File: config.mk
export PLATFORM = sky130hd
export DESIGN_NAME = mash4_frac_mod
export DESIGN_NICKNAME = d
export VERILOG_FILES = /design/src/rtl/mash_pkg.sv /design/src/rtl/mash_rst_sync.sv /design/src/rtl/mash_acc_stage.sv /design/src/rtl/mash_carry_hist.sv /design/src/rtl/mash_noise_comb.sv /design/src/rtl/mash4_frac_mod.sv
export SDC_FILE = /design/constraint.sdc
export NUM_CORES = 1
export LEC_CHECK = 0
export ABC_AREA = 1
export ABC_CLOCK_PERIOD_IN_PS = 6000
export BUFFER_PORTS_ARGS = -buffer_cell sky130_fd_sc_hd__buf_2
export CAP_MARGIN = 10
export CELL_PAD_IN_SITES_DETAIL_PLACEMENT = 0
export CELL_PAD_IN_SITES_GLOBAL_PLACEMENT = 1
export CORE_MARGIN = 10
export CORE_UTILIZATION = 47
export DETAILED_ROUTE_END_ITERATION = 12
export GPL_TIMING_DRIVEN = 1
export PLACE_DENSITY = 0.81
export SLEW_MARGIN = 20
export SYNTH_ARGS = -nofsm -noshare
export SYNTH_HDL_FRONTEND = slang
export SYNTH_SLANG_ARGS = --single-unit
File: constraint.sdc
create_clock -name clk_i -period 6 [get_ports clk_i]
set_input_delay 1.2 -clock clk_i [delete_from_list [all_inputs] [get_ports clk_i]]
set_output_delay 1.2 -clock clk_i [all_outputs]
set_load 0.01 [all_outputs]
File: src/rtl/mash_pkg.sv
package mash_pkg;

  // binomial coefficient C(n,k), exact for the small orders used here
  function automatic int binom(input int n, input int k);
    int r;
    r = 1;
    for (int i = 0; i < k; i++) r = (r * (n - i)) / (i + 1);
    return r;
  endfunction

  // signed weight of stage k on its overflow delayed by d updates
  function automatic int tap_weight(input int k, input int d);
    return ((d % 2) == 1) ? -binom(k, d) : binom(k, d);
  endfunction

  // largest correction the cascade can produce
  function automatic int corr_max(input int order);
    int s;
    s = 0;
    for (int k = 0; k < order; k++)
      for (int d = 0; d <= k; d++)
        if (tap_weight(k, d) > 0) s += tap_weight(k, d);
    return s;
  endfunction

  // smallest correction the cascade can produce
  function automatic int corr_min(input int order);
    int s;
    s = 0;
    for (int k = 0; k < order; k++)
      for (int d = 0; d <= k; d++)
        if (tap_weight(k, d) < 0) s += tap_weight(k, d);
    return s;
  endfunction

endpackage

File: src/rtl/mash_rst_sync.sv
module mash_rst_sync (
  input  logic clk_i,
  input  logic rst_ni,
  output logic rst_sync_no
);

  logic [1:0] sync_q;
  logic [1:0] sync_d;

  always_comb begin
    sync_d = {sync_q[0], 1'b1};
  end

  always_ff @(posedge clk_i or negedge rst_ni) begin
    if (!rst_ni) sync_q <= 2'b00;
    else         sync_q <= sync_d;
  end

  assign rst_sync_no = sync_q[1];

endmodule

File: src/rtl/mash_acc_stage.sv
module mash_acc_stage #(
  parameter int ACC_W = 32
) (
  input  logic             clk_i,
  input  logic             rst_ni,
  input  logic             en_i,
  input  logic [ACC_W-1:0] add_i,
  output logic [ACC_W-1:0] sum_o,
  output logic             carry_o,
  output logic [ACC_W-1:0] acc_o
);

  logic [ACC_W-1:0] acc_q;
  logic [ACC_W-1:0] acc_d;
  logic [ACC_W:0]   wide_sum;

  always_comb begin
    wide_sum = {1'b0, acc_q} + {1'b0, add_i};
    sum_o    = wide_sum[ACC_W-1:0];
    carry_o  = wide_sum[ACC_W];
    acc_d    = en_i ? wide_sum[ACC_W-1:0] : acc_q;
  end

  always_ff @(posedge clk_i or negedge rst_ni) begin
    if (!rst_ni) acc_q <= '0;
    else         acc_q <= acc_d;
  end

  assign acc_o = acc_q;

endmodule

File: src/rtl/mash_carry_hist.sv
module mash_carry_hist #(
  parameter int DEPTH = 1
) (
  input  logic             clk_i,
  input  logic             rst_ni,
  input  logic             en_i,
  input  logic             c_i,
  output logic [DEPTH-1:0] hist_o
);

  logic [DEPTH-1:0] hist_q;
  logic [DEPTH-1:0] hist_d;

  // hist_q[i] holds the overflow from i+1 updates ago
  always_comb begin
    hist_d = hist_q;
    if (en_i) begin
      hist_d[0] = c_i;
      for (int i = 1; i < DEPTH; i++) hist_d[i] = hist_q[i-1];
    end
  end

  always_ff @(posedge clk_i or negedge rst_ni) begin
    if (!rst_ni) hist_q <= '0;
    else         hist_q <= hist_d;
  end

  assign hist_o = hist_q;

endmodule

File: src/rtl/mash_noise_comb.sv
module mash_noise_comb
  import mash_pkg::*;
#(
  parameter int ORDER  = 4,
  parameter int CORR_W = ORDER + 2
) (
  input  logic [ORDER-1:0]            c_i,
  input  logic [ORDER-1:0][ORDER-1:0] hist_i,
  output logic signed [CORR_W-1:0]    corr_o
);

  always_comb begin : weigh
    int s;
    s = 0;
    for (int k = 0; k < ORDER; k++) begin
      if (c_i[k]) s += tap_weight(k, 0);
      for (int d = 1; d <= k; d++)
        if (hist_i[k][d-1]) s += tap_weight(k, d);
    end
    corr_o = CORR_W'(s);
  end

endmodule

File: src/rtl/mash4_frac_mod.sv
module mash4_frac_mod #(
  parameter int ORDER = 4,
  parameter int ACC_W = 32,
  parameter int INT_W = 8
) (
  input  logic             clk_i,
  input  logic             rst_ni,
  input  logic             upd_i,
  input  logic [INT_W-1:0] int_i,
  input  logic [ACC_W-1:0] frac_i,
  output logic [INT_W-1:0] div_o
);

  localparam int CORR_W = ORDER + 2;

  logic                            rst_sync_n;
  logic [ORDER-1:0][ACC_W-1:0]     stage_in;
  logic [ORDER-1:0][ACC_W-1:0]     stage_sum;
  logic [ORDER-1:0][ACC_W-1:0]     acc_vec;
  logic [ORDER-1:0]                carry_now;
  logic [ORDER-1:0][ORDER-1:0]     hist_all;
  logic signed [CORR_W-1:0]        corr;
  logic [INT_W-1:0]                div_q;
  logic [INT_W-1:0]                div_d;

  mash_rst_sync u_rst_sync (
    .clk_i       (clk_i),
    .rst_ni      (rst_ni),
    .rst_sync_no (rst_sync_n)
  );

  for (genvar k = 0; k < ORDER; k++) begin : g_stage
    if (k == 0) begin : g_first
      assign stage_in[k] = frac_i;
      assign hist_all[k] = '0;
    end else begin : g_next
      logic [k-1:0] hist_k;
      assign stage_in[k] = stage_sum[k-1];
      mash_carry_hist #(.DEPTH(k)) u_hist (
        .clk_i  (clk_i),
        .rst_ni (rst_sync_n),
        .en_i   (upd_i),
        .c_i    (carry_now[k]),
        .hist_o (hist_k)
      );
      assign hist_all[k] = ORDER'(hist_k);
    end

    mash_acc_stage #(.ACC_W(ACC_W)) u_acc (
      .clk_i   (clk_i),
      .rst_ni  (rst_sync_n),
      .en_i    (upd_i),
      .add_i   (stage_in[k]),
      .sum_o   (stage_sum[k]),
      .carry_o (carry_now[k]),
      .acc_o   (acc_vec[k])
    );
  end

  mash_noise_comb #(.ORDER(ORDER), .CORR_W(CORR_W)) u_comb (
    .c_i    (carry_now),
    .hist_i (hist_all),
    .corr_o (corr)
  );

  always_comb begin
    div_d = upd_i ? (int_i + INT_W'(corr)) : div_q;
  end

  always_ff @(posedge clk_i or negedge rst_sync_n) begin
    if (!rst_sync_n) div_q <= '0;
    else             div_q <= div_d;
  end

  assign div_o = div_q;

endmodule

* Word level (Yosys, flattened, before mapping)
Cells that the tools add are included.
** Word-level totals
- Register bits :: 144
- Output and inout bits :: 8
- Word-level logic and storage cells :: 33
** Operators by class
- $add $sub $neg :: 14
- Multiplexer cells :: 10
** Operators by type and width (number)
- $add A32 B32 Y33 :: 4
- $mux W6 :: 8
- $add A6 B2 Y6 const B :: 4
- $add A6 B3 Y6 const B :: 2
- $add A8 B8 Y8 :: 1
- $add A6 B1 Y6 const B :: 1
- $add A3 B1 Y4 const B :: 1
- $add A1 B1 Y2 const B :: 1
- $mux W2 :: 1
- $mux W1 :: 1

* Longest topological paths before layout
- Depth in word-level cells :: 21
- Depth in mapped cells :: 68
- Gate-level depth less buffers :: 68

* Hierarchy
From an unflattened synthesis, not the netlist that was laid out.
** Second synthesis, totals
- Cell total of the unflattened synthesis :: 2888
- Area, all modules :: 16663.5 µm²
** By module, submodules not included
- mash_acc_stage at g_stage[0].u_acc ... :: times used 3, cells each 640, area each 3662.3 µm², sequential area each 800.8 µm²
- mash_acc_stage at g_stage[3].u_acc :: times used 1, cells each 641, area each 3688.5 µm², sequential area each 800.8 µm²
- mash_noise_comb :: times used 1, cells each 207, area each 1069.8 µm², sequential area each 0.0 µm²
- mash4_frac_mod :: times used 1, cells each 90, area each 635.6 µm², sequential area each 200.2 µm²
- mash_carry_hist at g_stage[3].g_next.u_hist :: times used 1, cells each 13, area each 112.6 µm², sequential area each 75.1 µm²
- mash_carry_hist at g_stage[2].g_next.u_hist :: times used 1, cells each 9, area each 76.3 µm², sequential area each 50.0 µm²
- mash_rst_sync :: times used 1, cells each 3, area each 53.8 µm², sequential area each 50.0 µm²
- mash_carry_hist at g_stage[1].g_next.u_hist :: times used 1, cells each 5, area each 40.0 µm², sequential area each 25.0 µm²

* Least setup slack after synthesis
No wires, ideal clock.
- Path type :: input -> register
- From :: input port frac_i[0]
- To :: register div_q[7], in the netlist div_o[7]
- Setup time :: 0.117 ns
- Arrival :: 9.774 ns
- Data required time :: 5.883 ns
- Setup slack :: -3.891 ns
- Stages :: 60
- Path buffers :: 0
- Cell sequence :: ha_1 inv_1 fa_1 o21ai_2 nand2_1 o211ai_1 a31oi_1 o21ai_1 a21boi_0 o21ai_1 a21boi_1 xnor2_1 ha_1 a21oi_1 inv_1 a31oi_1 a21boi_0 o21ai_1 [24 not listed] ha_1 o21ai_0 ha_1 a21oi_1 nor2_1 nor2_1 nor2_1 nor2_1 nor2_1 nor2_1 nor2_1 o21ai_0 nand2_1 xnor2_1 inv_1 nand3_1 nand3_1 nand2_1
** Between the ends
- Elaborated cells on any way between the ends :: 24
- Those cells by class :: 14 x add/sub; 10 x mux
** RTL lines
- start: declaration :: line mash4_frac_mod.sv:10 : input logic [ACC_W-1:0] frac_i,
- $add A32 B32 Y33 * :: line mash_acc_stage.sv:18 : wide_sum = {1'b0, acc_q} + {1'b0, add_i};
- named net g_stage[0].u_acc.sum_o[18] :: line mash_acc_stage.sv:8 : output logic [ACC_W-1:0] sum_o,
- $add A32 B32 Y33 * :: line mash_acc_stage.sv:18
- named net g_stage[1].u_acc.sum_o[31] :: line mash_acc_stage.sv:8
- $add A32 B32 Y33 * :: line mash_acc_stage.sv:18
- $mux W6 :: line mash_noise_comb.sv:16 : if (c_i[k]) s += tap_weight(k, 0);
- $add A6 B2 Y6 :: line mash_noise_comb.sv:18 : if (hist_i[k][d-1]) s += tap_weight(k, d);
- $mux W6 :: line mash_noise_comb.sv:18
- [3 not listed]
- $mux W6 * :: line mash_noise_comb.sv:16
- $add A6 B3 Y6 :: line mash_noise_comb.sv:18
- $mux W6 * :: line mash_noise_comb.sv:18
- $add A6 B3 Y6 :: line mash_noise_comb.sv:18
- $mux W6 * :: line mash_noise_comb.sv:18
- $add A6 B1 Y6 :: line mash_noise_comb.sv:18
- $mux W6 * :: line mash_noise_comb.sv:18
- $add A8 B8 Y8 * :: line mash4_frac_mod.sv:67 : div_d = upd_i ? (int_i + INT_W'(corr)) : div_q;
- end signal: assignment :: line mash4_frac_mod.sv:72 : else div_q <= div_d;
- end: declaration :: line mash4_frac_mod.sv:23 : logic [INT_W-1:0] div_q;
Mark *: on every way through the listed nets, which the timed path passes. The rest lies on a longest branch.
A chain may end at the register's enable or synchronous reset.

* Worst setup path in the final report
- From :: input port frac_i[2]
- To :: register div_q[7], in the netlist div_o[7]
** Between the ends
- Elaborated cells on any way between the ends :: 24
- Those cells by class :: 14 x add/sub; 10 x mux
** RTL lines (line)
- $add A32 B32 Y33 * :: mash_acc_stage.sv:18
- named net g_stage[0].u_acc.sum_o[29] :: mash_acc_stage.sv:8
- $add A32 B32 Y33 * :: mash_acc_stage.sv:18
- named net g_stage[1].u_acc.sum_o[30] :: mash_acc_stage.sv:8
- $add A32 B32 Y33 * :: mash_acc_stage.sv:18
- named net g_stage[2].u_acc.sum_o[31] :: mash_acc_stage.sv:8
- $add A32 B32 Y33 * :: mash_acc_stage.sv:18
- $mux W6 * :: mash_noise_comb.sv:16
- $add A6 B3 Y6 :: mash_noise_comb.sv:18
- $mux W6 * :: mash_noise_comb.sv:18
- $add A6 B3 Y6 :: mash_noise_comb.sv:18
- $mux W6 * :: mash_noise_comb.sv:18
- $add A6 B1 Y6 :: mash_noise_comb.sv:18
- $mux W6 * :: mash_noise_comb.sv:18
- $add A8 B8 Y8 * :: mash4_frac_mod.sv:67
Marks and branches as above.

==> metrics.md <==
| Metric | Value |
|---|---|
| Data required time of the worst path | `between 6000 and 7000 ps` |
| CTS Buffer Depth | `2` |
| Share of Yosys cell area claimed by the top area cell type | `28.81%` |
| Gate count after technology mapping | `approximately 1700` |
| Most used DFF post-synth | `sky130_fd_sc_hd__dfrtp_1` |
| Residual DRC | `0` |
| Initial drt markers | `820` |
| Number of levels in the clock H-tree | `4` |
| Count leader, synth | `sky130_fd_sc_hd__nand2_1` |
| Routed WL | `approximately 40000 um` |
| Top-level I/O count | `between 50 and 60` |
| Total area of sequential cells | `~3600 um2` |
| Global-route wire length before repair | `63610 um` |
| Pin count of the biggest net entering global routing | `90` |
| # clock sinks | `between 100 and 150` |
| Count of endpoints failing hold in the final timing report | `0` |
| Die Wd | `183.1 um` |
| Filler cell count | `roughly 1800` |
| Top area cells in the synthesized netlist | `sky130_fd_sc_hd__dfrtp_1, sky130_fd_sc_hd__nand2_1, sky130_fd_sc_hd__ha_1` |
| Worst-case setup margin in the final layout | `-3660 ps` |
| Post-synthesis to final-layout area growth | `61.72%` |
| Run status | `finished with violations` |
| Violated checks | `negative setup slack` |
| Share of async-settable or async-resettable flops after synthesis | `100.0%` |
| Clock period minus final worst setup slack | `9660 ps` |
| Unrepaired setup endpoints after global routing | `yes` |
| Cell Area, Synth | `12510 um2` |
| Routability congestion estimate | `0.8921` |
| Global router's overall resource usage | `22.41%` |
| Yosys reg bits | `around 140` |
| Port Buf Inserts | `50` |
| Initial core utilization | `a little under half` |
| Commonest cells in the synthesized netlist | `sky130_fd_sc_hd__nand2_1, sky130_fd_sc_hd__inv_1, sky130_fd_sc_hd__ha_1` |
| Clock Root Buffer | `sky130_fd_sc_hd__clkbuf_16` |
| Number of warnings issued by yosys | `0` |
| Worst-path maximum fanout | `4` |
| Slowest cell on the critical path | `sky130_fd_sc_hd__ha_1` |
| Routed Antenna Nets | `0` |
| Total of max-cap violations | `0` |
| Number of nets in the layout | `between 2000 and 3000` |
| Worst Tran Pin Value | `approximately 1100 ps` |
| Height of the chip | `roughly 180 um` |
| Most frequent cell on the critical path | `sky130_fd_sc_hd__nand2_2` |
| Die area | `~34000 um2` |
| TritonCTS clock tree | `yes` |
| Number of nets in the synthesized netlist | `between 1500 and 2000` |
| Total congestion overflow | `0` |
| Avg Cell Area, Syn | `around 7.3 um2` |
| Yosys cell types | `48` |
| Source-to-sink clock delay at the later pin of the worst-skew pair | `approximately 430 ps` |
| Max-slew violation count | `0` |
| Post-detailed-placement half-perimeter wirelength | `approximately 25000 um` |
| Number of rows in the core area | `59` |
| Place WS | `-4699 ps` |
| Max-slew headroom | `a little over a quarter` |
| Post-synth EDFFs | `0` |
| Proportion of layout cells with a drive suffix above 1 | `44.31%` |
| Router iterations before antenna repair | `6` |
| Inserted Diodes | `0` |
| Count of hold-fix buffers inserted at cts | `0` |
| Mean routed wirelength per cell | `around 15 um` |
| Setup violators final | `26` |
| Multi-input logic area | `approximately 10000 um2` |
| Placeable core area | `approximately 26000 um2` |
| Setup tns final | `-37530 ps` |
| Path type of the worst min-delay path | `reg -> async` |
| Total via count after detailed routing | `13530` |
| Cell taking the most area after synthesis | `sky130_fd_sc_hd__dfrtp_1` |
| Arrival time of data at the critical path endpoint | `approximately 10000 ps` |
| Setup Crit Path Kind | `in -> reg` |
| Vias/cell | `5.115` |
| CTS clock-pin slew for the worst setup and hold paths | `~70 ps` |
| Period utilization | `161.0%` |
| Largest incremental delay on the critical path | `approximately 350 ps` |
| Initial antenna violation count | `0` |
| Fraction of the yosys area taken by sequential cells | `28.81%` |
| Number of buffers created by CTS | `17` |
| Critical path startpoint category | `input port` |
| Maximum clock rate | `approximately 100 MHz` |
| CP Capture Type | `flip-flop` |
| Via count of the first global-routing pass | `between 10000 and 15000` |
| Final Skew | `roughly 10 ps` |
-- area by class of cell --
cell class / count / area share, %
Sequential cell: 144 / 17.84
Multi-Input combinational cell: 1370 / 51.60
Tap cell: 335 / 2.073
Clock buffer: 17 / 2.103
Clock inverter: 14 / 1.064
Inverter: 175 / 3.273
Timing Repair Buffer: 591 / 22.05
-- layer usage --
layer	GRT usage [%]	routed length [um]	share of wire [%]	vias up
met5	0	0	0	-
met4	6.164	788	2.0	0
met3	3.696	1431	3.5	68
met2	39.22	20380	51	275
met1	27.88	17710	44	6451
li1	-	-	-	6740
-- worst max-delay path, delay by kind of cell --
family	cells	cell delay, ps
xor+xnor	5	1040
fa+ha+maj	8	2210
simple gates	25	2070
compound gates	17	2380
buf+inv	11	1080
-- cells by family after synthesis --
| kind of cell | count (synthesis) | synth area share, % |
|---|---|---|
| buf+inv | 206 | 6.213 |
| other cells | 1 | 0.02999 |
| flops | 144 | 28.81 |
| simple gates | 782 | 26.02 |
| fa+ha+maj | 159 | 16.27 |
| xor+xnor | 123 | 8.734 |
| compound gates | 305 | 13.92 |
-- path summary, 6_finish.rpt --
| check | end | depth (start not counted) | slack [ps] | start |
|---|---|---|---|---|
| worst max-delay path | div_o[7]$_DFFE_PN0P_ | 66 | -3660 | frac_i[2] |
| worst min register to register | g_stage[0].u_acc.acc_o[3]$_DFFE_PN0P_ | 0 | 200 | u_rst_sync.sync_q[1]$_DFF_PN0_ |
| min in group clk_i | u_rst_sync.sync_q[1]$_DFF_PN0_ | 0 | 350 | u_rst_sync.sync_q[0]$_DFF_PN0_ |
| worst max register to register | div_o[7]$_DFFE_PN0P_ | 65 | -3240 | g_stage[0].u_acc.acc_o[0]$_DFFE_PN0P_ |
| max in group asynchronous | g_stage[1].u_acc.acc_o[29]$_DFFE_PN0P_ | 1 | 4530 | u_rst_sync.sync_q[1]$_DFF_PN0_ |
| worst min-delay path | g_stage[0].u_acc.acc_o[3]$_DFFE_PN0P_ | 0 | 200 | u_rst_sync.sync_q[1]$_DFF_PN0_ |
-- metrics by stage --
step / hold WS, ps / instance area [um2] / utilization, % / instances
finish: 195.2 / 20220 / 77.39 / 2646
floorplan: 331.2 / 12700 / - / 1720
global route: 219.4 / 20220 / 77.39 / 2646
CTS: 206.5 / 18990 / 72.69 / 2619
global placement: 201.5 / 16360 / 62.60 / 2487
detailed placement: 204.5 / 16360 / 62.60 / 2487
-- flip-flops by register name, summed over array words and instances (netlist names) --
name,cells
g_stage.u_acc.acc_o,128
u_rst_sync.sync_q,2
g_stage.g_next.u_hist.hist_o,6
div_o,8
-- cell usage in the layout, fill, tap and decap left out, types with 10 or more instances in the layout --
master | Yosys | final
sky130_fd_sc_hd__xnor2_1 | 49 | 25
sky130_fd_sc_hd__xor2_2 | 2 | 24
sky130_fd_sc_hd__nand2_2 | 27 | 65
sky130_fd_sc_hd__inv_2 | 3 | 22
sky130_fd_sc_hd__ha_1 | 153 | 112
sky130_fd_sc_hd__ha_4 | 0 | 41
sky130_fd_sc_hd__o21ai_0 | 73 | 38
sky130_fd_sc_hd__clkbuf_16 | 0 | 17
sky130_fd_sc_hd__xnor2_2 | 0 | 20
sky130_fd_sc_hd__nand2_4 | 6 | 23
sky130_fd_sc_hd__a21oi_1 | 135 | 72
sky130_fd_sc_hd__buf_2 | 0 | 48
sky130_fd_sc_hd__nor2_1 | 79 | 60
sky130_fd_sc_hd__nand3_1 | 58 | 48
sky130_fd_sc_hd__a21oi_2 | 1 | 53
sky130_fd_sc_hd__nand3_2 | 5 | 10
sky130_fd_sc_hd__nor2_2 | 3 | 17
sky130_fd_sc_hd__nand2_1 | 579 | 524
sky130_fd_sc_hd__inv_1 | 171 | 150
sky130_fd_sc_hd__xor2_4 | 0 | 11
sky130_fd_sc_hd__buf_4 | 1 | 505
sky130_fd_sc_hd__a21oi_4 | 1 | 12
sky130_fd_sc_hd__o21ai_2 | 6 | 31
sky130_fd_sc_hd__o21ai_1 | 17 | 22
sky130_fd_sc_hd__dfrtp_1 | 144 | 143
sky130_fd_sc_hd__buf_6 | 0 | 38
sky130_fd_sc_hd__xor2_1 | 72 | 39
-- what timing repair did --
action | CTS | global route
pin swaps | 159 | 128
buffers inserted | 111 | 31
endpoints found under the setup margin | 35 | 37
gates resized for setup | 248 | 197
Power is left out: the tool's default activity adds up to more than one toggle a clock period on the data nets, which glitch-free logic cannot reach.
